--- config.mk ---
export PLATFORM = sky130hd
export DESIGN_NAME = ccp_channel
export DESIGN_NICKNAME = d
export VERILOG_FILES = /design/src/rtl/ccp_pkg.sv /design/src/rtl/ccp_edge.sv /design/src/rtl/ccp_compare.sv /design/src/rtl/ccp_regs.sv /design/src/rtl/ccp_channel.sv
export SDC_FILE = /design/constraint.sdc
export NUM_CORES = 1
export LEC_CHECK = 0
export ABC_AREA = 1
export BUFFER_PORTS_ARGS = -buffer_cell sky130_fd_sc_hd__buf_2
export CORE_MARGIN = 4
export CORE_UTILIZATION = 55
export CTS_CLUSTER_DIAMETER = 30
export CTS_CLUSTER_SIZE = 10
export DETAILED_ROUTE_END_ITERATION = 16
export GPL_TIMING_DRIVEN = 1
export PLACE_DENSITY = 0.85
export SLEW_MARGIN = 20
export SYNTH_ARGS = -nofsm -noshare
export SYNTH_HDL_FRONTEND = slang
export SYNTH_SLANG_ARGS = --single-unit
--- constraint.sdc ---
create_clock -name clk -period 1.7 [get_ports clk]
set_input_delay 0 -clock clk [delete_from_list [all_inputs] [get_ports clk]]
set_output_delay 0 -clock clk [all_outputs]
set_load 0.02 [all_outputs]
--- src/rtl/ccp_pkg.sv ---
package ccp_pkg;
  localparam int MODE_W  = 7;
  localparam int MB_ECOM = 0;
  localparam int MB_CAPP = 1;
  localparam int MB_CAPN = 2;
  localparam int MB_MAT  = 3;
  localparam int MB_TOG  = 4;
  localparam int MB_PWM  = 5;
  localparam int MB_EIE  = 6;

  localparam logic [1:0] SEL_MODE = 2'd0;
  localparam logic [1:0] SEL_CLO  = 2'd1;
  localparam logic [1:0] SEL_CHI  = 2'd2;
  localparam logic [1:0] SEL_STAT = 2'd3;
endpackage

--- src/rtl/ccp_edge.sv ---
module ccp_edge (
  input  logic clk,
  input  logic rst_n,
  input  logic pin_in,
  input  logic clr,
  output logic rise,
  output logic fall,
  output logic rise_seen,
  output logic fall_seen
);
  logic pin_prev;

  assign rise = pin_in & ~pin_prev;
  assign fall = ~pin_in & pin_prev;

  always_ff @(posedge clk or negedge rst_n) begin
    if (!rst_n) begin
      pin_prev  <= 1'b0;
      rise_seen <= 1'b0;
      fall_seen <= 1'b0;
    end else begin
      pin_prev <= pin_in;
      if (clr) begin
        rise_seen <= 1'b0;
        fall_seen <= 1'b0;
      end else begin
        rise_seen <= rise_seen | rise;
        fall_seen <= fall_seen | fall;
      end
    end
  end
endmodule

--- src/rtl/ccp_compare.sv ---
module ccp_compare #(
  parameter int HALF_W = 8,
  localparam int CNT_W = 2 * HALF_W
) (
  input  logic [CNT_W-1:0] cnt_value,
  input  logic [CNT_W-1:0] cap_q,
  input  logic             cnt_tick,
  input  logic             low_wrap,
  input  logic             ecom_en,
  input  logic             pwm_en,
  output logic             match_hit,
  output logic             pwm_reload,
  output logic             pwm_level
);
  function automatic logic f_equal(input logic [CNT_W-1:0] a, input logic [CNT_W-1:0] b);
    return (a == b);
  endfunction

  function automatic logic f_pwm_high(input logic [HALF_W-1:0] lo, input logic [HALF_W-1:0] duty);
    return !(lo < duty);
  endfunction

  logic [HALF_W-1:0] duty_eff;

  assign match_hit  = cnt_tick & ecom_en & f_equal(cnt_value, cap_q);
  assign pwm_reload = low_wrap & pwm_en;
  assign duty_eff   = pwm_reload ? cap_q[CNT_W-1:HALF_W] : cap_q[HALF_W-1:0];
  assign pwm_level  = f_pwm_high(cnt_value[HALF_W-1:0], duty_eff);
endmodule

--- src/rtl/ccp_regs.sv ---
module ccp_regs
  import ccp_pkg::*;
#(
  parameter int HALF_W = 8,
  localparam int CNT_W = 2 * HALF_W
) (
  input  logic              clk,
  input  logic              rst_n,
  input  logic              wr_en,
  input  logic [1:0]        wr_sel,
  input  logic [HALF_W-1:0] wr_data,
  input  logic              cap_load,
  input  logic [CNT_W-1:0]  cap_value,
  input  logic              pwm_reload,
  output logic [MODE_W-1:0] mode_q,
  output logic [CNT_W-1:0]  cap_q,
  output logic              mode_changed
);
  logic [HALF_W-1:0] cap_lo, cap_hi;
  logic wr_mode, wr_lo, wr_hi, auto_ecom;

  assign wr_mode      = wr_en && (wr_sel == SEL_MODE);
  assign wr_lo        = wr_en && (wr_sel == SEL_CLO);
  assign wr_hi        = wr_en && (wr_sel == SEL_CHI);
  assign auto_ecom    = mode_q[MB_MAT] | mode_q[MB_TOG];
  assign mode_changed = wr_mode && (wr_data[MODE_W-1:0] != mode_q);
  assign cap_q        = {cap_hi, cap_lo};

  always_ff @(posedge clk or negedge rst_n) begin
    if (!rst_n) begin
      mode_q <= '0;
    end else if (wr_mode) begin
      mode_q <= wr_data[MODE_W-1:0];
    end else if (auto_ecom && wr_lo) begin
      mode_q[MB_ECOM] <= 1'b0;
    end else if (auto_ecom && wr_hi) begin
      mode_q[MB_ECOM] <= 1'b1;
    end
  end

  always_ff @(posedge clk or negedge rst_n) begin
    if (!rst_n) begin
      cap_lo <= '0;
      cap_hi <= '0;
    end else begin
      if (wr_lo)           cap_lo <= wr_data;
      else if (cap_load)   cap_lo <= cap_value[HALF_W-1:0];
      else if (pwm_reload) cap_lo <= cap_hi;

      if (wr_hi)           cap_hi <= wr_data;
      else if (cap_load)   cap_hi <= cap_value[CNT_W-1:HALF_W];
    end
  end
endmodule

--- src/rtl/ccp_channel.sv ---
module ccp_channel
  import ccp_pkg::*;
#(
  parameter int HALF_W  = 8,
  parameter bit IS_LAST = 1'b1,
  localparam int CNT_W  = 2 * HALF_W
) (
  input  logic              clk,
  input  logic              rst_n,
  input  logic [CNT_W-1:0]  cnt_value,
  input  logic              cnt_tick,
  input  logic              low_wrap,
  input  logic              wr_en,
  input  logic [1:0]        wr_sel,
  input  logic [HALF_W-1:0] wr_data,
  input  logic [1:0]        rd_sel,
  output logic [HALF_W-1:0] rd_data,
  input  logic              flag_clr,
  input  logic              wdt_en,
  input  logic              pin_in,
  output logic              pin_out,
  output logic              evt_flag,
  output logic              irq,
  output logic              sys_rst_req
);
  logic [MODE_W-1:0] mode_q;
  logic [CNT_W-1:0]  cap_q;
  logic mode_changed, rise, fall, rise_seen, fall_seen;
  logic match_hit, cap_hit, pwm_reload, pwm_level, wdt_active;
  logic flag_set, tog_q;

  ccp_regs #(.HALF_W(HALF_W)) u_regs (
    .clk(clk), .rst_n(rst_n), .wr_en(wr_en), .wr_sel(wr_sel), .wr_data(wr_data),
    .cap_load(cap_hit), .cap_value(cnt_value), .pwm_reload(pwm_reload),
    .mode_q(mode_q), .cap_q(cap_q), .mode_changed(mode_changed)
  );

  ccp_edge u_edge (
    .clk(clk), .rst_n(rst_n), .pin_in(pin_in), .clr(mode_changed),
    .rise(rise), .fall(fall), .rise_seen(rise_seen), .fall_seen(fall_seen)
  );

  ccp_compare #(.HALF_W(HALF_W)) u_cmp (
    .cnt_value(cnt_value), .cap_q(cap_q), .cnt_tick(cnt_tick), .low_wrap(low_wrap),
    .ecom_en(mode_q[MB_ECOM]), .pwm_en(mode_q[MB_PWM]),
    .match_hit(match_hit), .pwm_reload(pwm_reload), .pwm_level(pwm_level)
  );

  generate
    if (IS_LAST) begin : g_wdt
      assign wdt_active = wdt_en;
    end else begin : g_no_wdt
      assign wdt_active = wdt_en & 1'b0;
    end
  endgenerate

  assign cap_hit  = (mode_q[MB_CAPP] & rise) | (mode_q[MB_CAPN] & fall);
  assign flag_set = (match_hit & ~wdt_active) | cap_hit;

  always_ff @(posedge clk or negedge rst_n) begin
    if (!rst_n) begin
      evt_flag    <= 1'b0;
      tog_q       <= 1'b0;
      sys_rst_req <= 1'b0;
    end else begin
      if (flag_set)      evt_flag <= 1'b1;
      else if (flag_clr) evt_flag <= 1'b0;
      if (match_hit && !wdt_active && mode_q[MB_TOG]) tog_q <= ~tog_q;
      sys_rst_req <= match_hit & wdt_active;
    end
  end

  assign pin_out = mode_q[MB_PWM] ? pwm_level : tog_q;
  assign irq     = evt_flag & mode_q[MB_EIE];

  always_comb begin
    case (rd_sel)
      SEL_MODE: rd_data = {{(HALF_W-MODE_W){1'b0}}, mode_q};
      SEL_CLO:  rd_data = cap_q[HALF_W-1:0];
      SEL_CHI:  rd_data = cap_q[CNT_W-1:HALF_W];
      default:  rd_data = {{(HALF_W-2){1'b0}}, fall_seen, rise_seen};
    endcase
  end
endmodule

==> metrics.md, run 1 <==
| Metric | Value |
|---|---|
| Initial antenna violation count | 0 |
| Total GRT Usage | 0.286 |
| Slowest stage cell, crit path | dfrtp_2 |
| Skew final | 0.00382 ns |
| Tmin final | around 1.9 ns |
| CP most frequent cell | nand2_1 |
| Synth area leader | dfrtp_1 |
| Synthesized cell area | 2230 um^2 |
| DR DRC count | 0 |
| Share of cells above drive strength 1 | 0.244 |
| Distinct cell type count after synthesis | 25 |
| Layout area overhead | 26.8% |
| Die height | 71.6 um |
| Clk Latency, worst-skew pair | 0.29 ns |
| Synth Instances | 329 |
| Fin crit share | 1.11 |
| 1st-iter DRT viols | 196 |
| Htree depth | 2 |
| Vias in the first global route | 2512 |
| MaxCap Viol Count | 0 |
| Worst EP arrival | 1.89 ns |
| Setup TNS | -0.190 ns |
| Hold Violations, Final | 0 |
| Io pins | 48 |
| ANT cells | 0 |
| Worst slack, placed | around 0.085 ns |
| CP delay by family, top | simple AND/OR/NAND/NOR gates |
| RePlAce Congestion | roughly 0.94 |
| Status | finished with violations |
| Hpwl dp | 5190 um |
| Tot Pwr | 2.90 mW |
| CP bufs+invs | 1 |
| Leakage | 1.51 nW |
| Yosys top cell area share | 0.326 |
| Ys flop type | dfrtp_1 |
| Placed cells | between 400 and 500 |
| Post-DRT Antenna Nets | 0 |
| Post-layout util | 0.748 |
| Fill cells | roughly 310 |
| Peak Freq | 529 MHz |
| Largest net degree at the start of global routing | 30 |
| Max clock buf depth | 2 |
| Power density over the cells | 1030 nW/um^2 |
| Failing checks | negative setup slack |
| Area after DPL | 2520 um^2 |
| Max rail drop VDD | 0.000684 V |
| Slew HR | 0.542 |
| Commonest cells in the synthesized netlist | 94 x nand2_1, 49 x inv_1, 29 x dfrtp_1 |
| Pre-antenna DRT Iters | 5 |
| Sequential-to-total area share from yosys stat | 0.326 |
| Final setup viols | 1 |
| Post-synth EDFFs | 0 |
| Worst hold slack | 0.0118 ns |
| Post-route insts no fill | 445 |
| RSZ-0062 raised after global routing | true |
| Core area | 3770 um^2 |
| Die width | 71.6 um |
| Root Buffer | clkbuf_8 |
| Reg clk slew, reported paths | 0.06 ns |
| CTS sink cnt | 29 |
| Max Slew Vio Count | 0 |
| Number of vias per cell | roughly 5.7 |
| # port buffers | 47 |
| Req. time, crit path | 1.70 ns |
| Syn Nets | 372 |
| Final wirelength | 7120 um |
| Initial Utilization | 0.590 |
| Num CTS Buffers | 5 |
| Top-count cell post-synth | nand2_1 |
| Routed WL per cell | 16.0 um |
| Ys async rst share | 1.00 |
| CP Max Fanout | 7 |
| Largest cells by area after synthesis | dfrtp_1 33%, nand2_1 16%, inv_1 8.3% |
| Critical Path End Type | output pin |
| Congestion Overflow GR | 0 |
| CP peak stage delay | 0.46 ns |
| Min setup slack post-route | -0.190 ns |
| CP cell instances | nand2_4 -> nand2_1 -> o21ai_2 -> ha_1 -> nand2_1 -> nor2_1 -> nand2_1 -> a21oi_2 -> buf_4 |
| Mean Syn Cell Area | 6.77 um^2 |
| Synth Register Bits | 29 |
| CTS tree | done |
| Fin area | 2820 um^2 |
| Via Count | 2547 |
| Die ar. | 5130 um^2 |
| First-pass GRT wire length | 11400 um |
| Final Net Count | 439 |
| Synth Warn # | 0 |
| Critical path class | reg -> out |
| CP Launch Type | flip-flop |
| Slew @ Worst Pin | 0.687 ns |
| Worst hold path type | in -> reg |
| Number of cell rows | 22 |
## final cells by class
| class | count | area [um^2] | share of cell area |
|---|---|---|---|
| well taps | 48 | 60.1 | 0.0213 |
| flip-flops and latches | 29 | 727 | 0.258 |
| inverters | 59 | 221 | 0.0785 |
| clock buffers | 6 | 72.6 | 0.0257 |
| clock inverters | 2 | 10.0 | 0.00355 |
| multi-input cells | 237 | 1340 | 0.473 |
| repair buffers | 64 | 395 | 0.140 |
## layout by cell type (no fill, tap or decap), types with 10 or more instances in the layout
cell type,count
nand2_1,91
inv_1,49
buf_2,46
dfrtp_1,28
nor2_1,27
nand3_1,17
a21oi_1,15
o21ai_1,12
dlygate4sd3_1,12
inv_2,10
o221ai_1,10
## worst paths after layout
check / start / end / slack [ns] / cells after the start
worst max-delay path: u_regs.mode_q[5]$_DFFE_PN0P_ / pin_out / -0.19 / 9
worst min-delay path: wr_data[1] / u_regs.cap_lo[1]$_DFF_PN0_ / 0.01 / 3
worst max register to register: u_regs.mode_q[1]$_DFFE_PN0P_ / u_regs.cap_hi[2]$_DFFE_PN0P_ / 0.26 / 7
worst min register to register: evt_flag$_DFFE_PN0P_ / evt_flag$_DFFE_PN0P_ / 0.51 / 2
max in group asynchronous: rst_n / u_regs.mode_q[5]$_DFFE_PN0P_ / 0.92 / 2
min in group asynchronous: rst_n / u_regs.mode_q[3]$_DFFE_PN0P_ / 0.29 / 2
## registers in the layout, summed over array words and instances (netlist names)
name / cells
u_edge.rise_seen: 1
evt_flag: 1
tog_q: 1
u_edge.pin_prev: 1
sys_rst_req: 1
u_regs.cap_lo: 8
u_edge.fall_seen: 1
u_regs.mode_q: 7
u_regs.cap_hi: 8
## metal layers
layer / GRT usage / part of all wire
met5: 0 / 0
met4: 0.152 / 0.031
met3: 0.0673 / 0.10
met2: 0.461 / 0.47
met1: 0.352 / 0.40
## power breakdown
group,leakage [nW],internal (mW),switching [mW],total [mW]
registers,0.347,0.837,0.159,0.996
logic,1.12,0.523,0.831,1.35
clock network,0.0450,0.283,0.268,0.551
## worst min-delay path: stages
cell	delay [ns]
buf_2	0.12
inv_1	0.08
a21oi_2	0.05
## repair_timing
item | 4_1_cts | 5_1_grt
buffers inserted | 1 | 0
hold endpoints to repair | 41 | 0
gates cloned | 1 | 0
endpoints found under the setup margin | 1 | 1
resized for setup | 4 | 12
pin swaps | 4 | 6
hold buffers | 12 | 0
## cells by family (layout without fill, tap and decap cells)
group / count (synthesis) / after routing / synth area share
adders and majority gates: 7 / 7 / 0.0393
xor gates and xnor gates: 10 / 10 / 0.0393
buffers and inverters: 64 / 131 / 0.114
and+or+nand+nor: 155 / 156 / 0.295
DFF: 29 / 29 / 0.326
AOI/OAI and AO/OA: 64 / 64 / 0.187
Note: power is estimated with default switching activity, not from simulation.
==> inputs of run 2 (changes only) <==
Settings changed: CORE_UTILIZATION 55 to 59, PLACE_DENSITY 0.85 to 0.9, SKIP_LAST_GASP set to 1.
Clock period 1.7 ns to 2.4 ns, I/O delays scaled along.
==> metrics.md, run 2 (synthesized netlist as in run 1, its figures left out) <==
| Metric | Value |
|---|---|
| Die width | 69.4 um (-3.1%) |
| Skew final | 0.00984 ns (+0.00601 ns) |
| Routed WL per cell | 15.7 um (-2.2%) |
| RSZ-0062 raised after global routing | false |
| Slew HR | 0.547 (+0.00561) |
| Hold Violations, Final | 0 (unchanged) |
| Layout area overhead | 21.7% |
| CTS tree | done |
| Reg power frac | 0.347 (+0.004) |
| Peak Freq | 479 MHz |
| Final Net Count | 433 (-1.4%) |
| Clk Latency, worst-skew pair | 0.29 ns (about the same) |
| Number of cell rows | 22 (unchanged) |
| Largest net degree at the start of global routing | 30 (unchanged) |
| Leakage | 1.48 nW (-1.7%) |
| Via Count | 2510 (-1.5%) |
| Num CTS Buffers | 5 (unchanged) |
| Worst EP arrival | 2.09 ns (+0.20 ns) |
| Hpwl dp | 5180 um (about the same) |
| Clock share of power | 0.228 (+0.038) |
| Initial Utilization | 0.608 (+0.0178) |
| Setup TNS | 0 ns (+0.190 ns) |
| Final setup viols | 0 (-1) |
| RePlAce Congestion | 0.940 (-0.31%) |
| Die ar. | 4820 um^2 (-6.0%) |
| First-pass GRT wire length | 11300 um (-0.98%) |
| Share of cells above drive strength 1 | 0.212 (-0.0321) |
| Critical path class | reg -> out |
| CP Max Fanout | 15 (+8) |
| Number of vias per cell | 5.72 (-0.11%) |
| Core area | 3660 um^2 (-2.9%) |
| GR Util met2 | 0.488 (+0.0271) |
| Most common cell after layout, fill and taps aside | nand2_1 |
| Internal power | 1.17 mW (-29%) |
| # port buffers | 47 (unchanged) |
| Total GRT Usage | 0.294 (+0.00850) |
| Grt met3 use | 0.0594 (-0.00790) |
| Sw Share | 0.420 (-0.0136) |
| Biggest registers after layout | u_regs.cap_hi (8), u_regs.cap_lo (8), u_regs.mode_q (7) |
| CP Launch Type | flip-flop |
| DR DRC count | 0 (unchanged) |
| MaxCap Viol Count | 0 (unchanged) |
| Post_cts resized | 0 (-4) |
| Hold path start | wdt_en |
| Gr busiest metal | met2 |
| R2R Path Start | u_edge.pin_prev$_DFF_PN0_ |
| Reg clk slew, reported paths | 0.06 ns (about the same) |
| CTS sink cnt | 29 (unchanged) |
| Most frequent cells in the layout | 94 x nand2_1, 49 x inv_1, 47 x buf_2 |
| Power density over the cells | 744 nW/um^2 (-28%) |
| Status | finished clean |
| Htree depth | 2 (unchanged) |
| Congestion Overflow GR | 0 (unchanged) |
| Pre-antenna DRT Iters | 6 (+1) |
| Critical Path Source | u_regs.mode_q[5]$_DFFE_PN0P_ |
| Root Buffer | clkbuf_8 |
| M1 GR Usage | 0.381 (+0.0285) |
| Tmin final | roughly 2.1 ns |
| Final wirelength | 6870 um (-3.5%) |
| ANT cells | 0 (unchanged) |
| 1st-iter DRT viols | 247 (+26%) |
| Combinational share of power | 0.425 (-0.042) |
| Max Slew Vio Count | 0 (unchanged) |
| Req. time, crit path | 2.40 ns (+0.70 ns) |
| Fin crit share | 0.869 |
| Die height | 69.4 um (-3.1%) |
| Slew @ Worst Pin | 0.679 ns (-0.00842 ns) |
| Post-DRT Antenna Nets | 0 (unchanged) |
| Io pins | 48 (unchanged) |
| Max rail drop VDD | 0.000495 V (-28%) |
| Vias in the first global route | 2389 (-4.9%) |
| NetSw | 0.847 mW (-33%) |
| Worst hold path type | in -> reg |
| Initial antenna violation count | 0 (unchanged) |
| Max clock buf depth | 2 (unchanged) |
| Worst hold slack | 0.0147 ns (+0.00289 ns) |
| Post-CTS Setup Repair Bufs | 0 (-1) |
| Critical Path End Type | output pin |
==> run 2: cell type report <==
| class | count | area, um^2 |
|---|---|---|
| multi-input combinational | 236 | 1250 |
| clock buffer | 7 | 96.3 |
| tap | 48 | 60.1 |
| timing repair buffer | 59 | 353 |
| sequential | 29 | 726 |
| fill | 293 | 952 |
| clock inverter | 1 | 5.00 |
| inverter | 59 | 221 |
==> run 2: path summary, 6_finish.rpt <==
kind,cells past startpoint,slack [ns],end
worst max-delay path,9,0.31,pin_out
worst min-delay path,3,0.01,sys_rst_req$_DFF_PN0_
worst max register to register,8,0.69,u_regs.cap_hi[0]$_DFFE_PN0P_
worst min register to register,2,0.52,evt_flag$_DFFE_PN0P_
max in group asynchronous,2,1.67,u_regs.cap_hi[7]$_DFFE_PN0P_
min in group asynchronous,2,0.28,u_regs.cap_lo[5]$_DFF_PN0_
==> run 2: critical path, cell delays in order (launching register included) <==
cell     delay [ns]
dfrtp_1        0.48
nand2_4        0.20
nand2_1        0.12
o21ai_2        0.06
ha_1           0.29
nand2_1        0.06
o21ai_0        0.17
nor2_1         0.05
a21oi_1        0.16
buf_2          0.19
==> run 2: stage by stage <==
stage               cells  instance area [um^2]   util  total power [mW]  setup WS [ns]
floorplan             329                  2230      -              1.28          0.681
global placement      420                  2500  0.682              1.50          0.733
detailed placement    420                  2500  0.682              1.53          0.648
CTS                   438                  2700  0.737              2.00          0.327
global route          439                  2710  0.740              2.15          0.158
finish                439                  2710  0.740              2.02          0.314
==> run 2: repair_timing <==
action                                  CTS  global route
hold buffers                             10             1
hold endpoints to repair                 39             1
endpoints found under the setup margin    0             0
==> run 2: power by group through the flow <==
stage	sequential [mW]	combinational [mW]	clock [mW]
6_report	0.700	0.856	0.460
3_5_place_dp	0.707	0.822	0
4_1_cts	0.698	0.842	0.456
2_1_floorplan	0.682	0.597	0
5_1_grt	0.711	0.957	0.485
3_3_place_gp	0.699	0.804	0
==> run 2: metal layers <==
layer,routed length [um],share of wire
met2,3300,0.48
met3,706,0.10
met1,2650,0.38
met4,226,0.033
met5,0,0
==> inputs of run 3 (changes only) <==
Settings changed: PLACE_DENSITY 0.9 to 0.88.
==> metrics.md, run 3 (synthesized netlist as in run 1, its figures left out) <==
| Metric | Value |
|---|---|
| Combinational share of power | 0.415 (-0.010) |
| Status | finished clean |
| R2R Path Start | u_edge.pin_prev$_DFF_PN0_ |
| Placed cells | 420 (unchanged) |
| Total GRT Usage | 0.282 (-0.0126) |
| Initial Utilization | 0.608 (unchanged) |
| Num CTS Buffers | 5 (unchanged) |
| Post-CTS Setup Repair Bufs | 0 (unchanged) |
| Worst hold path type | in -> reg |
| Routed WL per cell | 15.4 um (-1.4%) |
| Hold Path Stages | 3 (unchanged) |
| Htree depth | 2 (unchanged) |
| Number of vias per cell | 5.77 (+0.90%) |
| 1st-iter DRT viols | 199 (-19%) |
| CTS tree | done |
| Most common cell after layout, fill and taps aside | nand2_1 |
| Post-DRT Antenna Nets | 0 (unchanged) |
| # port buffers | 47 (unchanged) |
| R2R setup slack | 0.65 ns (-0.04 ns) |
| Critical Path End Type | output pin |
| MaxCap Viol Count | 0 (unchanged) |
| Fin crit share | 0.899 (+0.0302) |
| Post-CTS Hold Buffers | 10 (unchanged) |
| CP most frequent cell | nand2_1 |
| NetSw | 0.823 mW (-2.8%) |
| RSZ-0062 raised after global routing | false |
| Leakage | 1.48 nW (-0.30%) |
| Initial antenna violation count | 0 (unchanged) |
| Layout area overhead | 21.4% |
| Hold Violations, Final | 0 (unchanged) |
| RePlAce Congestion | 1.01 (+8.0%) |
| Die width | 69.4 um (unchanged) |
| First-pass GRT wire length | 10600 um (-5.5%) |
| Peak Freq | 463 MHz (-3.4%) |
| Slew @ Worst Pin | 0.664 ns (-0.0148 ns) |
| Clk Latency, worst-skew pair | 0.29 ns (about the same) |
| Congestion Overflow GR | 0 (unchanged) |
| Post-layout util | 0.738 (-0.00205) |
| CP peak stage delay | 0.47 ns (about the same) |
| Fill cells | 296 (+1.0%) |
| CTS sink cnt | 29 (unchanged) |
| Power density over the cells | 752 nW/um^2 (+1.1%) |
| Tmin final | 2.16 ns (+0.0725 ns) |
| Slowest stage cell, crit path | dfrtp_1 |
| Pre-antenna DRT Iters | 5 (-1) |
| ANT cells | 0 (unchanged) |
| Number of cell rows | 22 (unchanged) |
| Skew final | 0.00334 ns (-0.00649 ns) |
| Most frequent cells in the layout | 94 x nand2_1, 49 x inv_1, 47 x buf_2 |
| CP cell instances | nand2_4 -> nand2_1 -> o21ai_2 -> ha_1 -> nand2_1 -> o21ai_0 -> nor2_1 -> a21oi_1 -> buf_2 |
| Req. time, crit path | 2.40 ns (about the same) |
| CP Max Fanout | 15 (unchanged) |
| FF-to-FF path depth | 8 (unchanged) |
| Max Slew Vio Count | 0 (unchanged) |
| Worst Hold End | sys_rst_req$_DFF_PN0_ |
| Setup TNS | 0 ns (unchanged) |
| Die ar. | 4820 um^2 (unchanged) |
| Via Count | 2521 (+0.44%) |
| Core area | 3660 um^2 (unchanged) |
| Final wirelength | 6750 um (-1.8%) |
| Worst EP arrival | 2.16 ns (+0.07 ns) |
| Critical path class | reg -> out |
| Largest net degree at the start of global routing | 30 (unchanged) |
| Slew HR | 0.557 (+0.00987) |
| Final setup viols | 0 (unchanged) |
| CP Launch Type | flip-flop |
| Share of cells above drive strength 1 | 0.211 (-0.00148) |
| Die height | 69.4 um (unchanged) |
| Internal power | 1.21 mW (+3.5%) |
| Max clock buf depth | 2 (unchanged) |
| Area after DPL | 2500 um^2 (unchanged) |
| Worst reg2reg endpoint | u_regs.cap_hi[2]$_DFFE_PN0P_ |
| Root Buffer | clkbuf_8 |
| Max rail drop VDD | 0.000481 V (-2.8%) |
| Sw Share | 0.405 (-0.0152) |
| Clock share of power | 0.240 (+0.012) |
| Io pins | 48 (unchanged) |
| CP bufs+invs | 1 (unchanged) |
| Hpwl dp | 4960 um (-4.3%) |
| DR DRC count | 0 (unchanged) |
| Reg clk slew, reported paths | 0.06 ns (about the same) |
| Vias in the first global route | 2308 (-3.4%) |
| Biggest registers after layout | u_regs.cap_hi (8), u_regs.cap_lo (8), u_regs.mode_q (7) |
| Hold path start | wdt_en |
| Reg power frac | 0.345 (-0.002) |
| Final Net Count | 432 (-0.23%) |
| Post-route insts no fill | 437 (-0.46%) |
| Fin area | 2700 um^2 (-0.28%) |
| CP delay by family, top | flip-flops |
| Post_cts resized | 0 (unchanged) |
## run 3: worst max-delay path by stage
| stage | depth (start not counted) | slack (ns) | from | to |
|---|---|---|---|---|
| 3_3_place_gp | 9 | 0.63 | u_regs.mode_q[5]$_DFFE_PN0P_ | pin_out |
| 6_report | 9 | 0.24 | u_regs.mode_q[5]$_DFFE_PN0P_ | pin_out |
| 3_5_place_dp | 9 | 0.60 | u_regs.mode_q[5]$_DFFE_PN0P_ | pin_out |
| 4_1_cts | 9 | 0.28 | u_regs.mode_q[5]$_DFFE_PN0P_ | pin_out |
| 5_1_grt | 9 | 0.09 | u_regs.mode_q[5]$_DFFE_PN0P_ | pin_out |
| 2_1_floorplan | 9 | 0.68 | u_regs.mode_q[5]$_DFFE_PN0P_ | pin_out |
## run 3: through the flow
step                      total power [mW]  worst slack, ns  hold WS (ns)
after detailed placement              1.51            0.600        0.0610
after global routing                  2.16           0.0914        0.0272
after CTS                             2.02            0.280       0.00194
after floorplan                       1.28            0.681        -0.296
final                                 2.03            0.241       0.00424
after global placement                1.50            0.633        0.0632
## run 3: final cells by class
cell class              instances  area, um^2  area share
flip-flops and latches         29         726       0.269
inverters                      59         221      0.0820
clock buffers                   5        68.8      0.0255
multi-input cells             236        1250       0.462
well taps                      48        60.1      0.0222
clock inverters                 2        35.0      0.0130
repair buffers                 58         343       0.127
## run 3: layer usage
layer | global-route usage | vias up | wire length [um]
met1 | 0.349 | 1164 | 2660
met5 | 0 | - | 0
li1 | - | 1186 | -
met3 | 0.0594 | 34 | 577
met4 | 0.143 | 0 | 278
met2 | 0.460 | 137 | 3230
## run 3: tightest hold or removal path: stages
cell and delay [ns]:
buf_2 0.07, inv_1 0.07, nor2_1 0.11
## run 3: power by group through the flow
| stage | Sequential, mW | Clock (mW) | Combinational, mW |
|---|---|---|---|
| after floorplan | 0.682 | 0 | 0.597 |
| after global placement | 0.701 | 0 | 0.798 |
| after detailed placement | 0.703 | 0 | 0.811 |
| after CTS | 0.698 | 0.492 | 0.831 |
| after global routing | 0.711 | 0.511 | 0.939 |
| final | 0.701 | 0.488 | 0.844 |
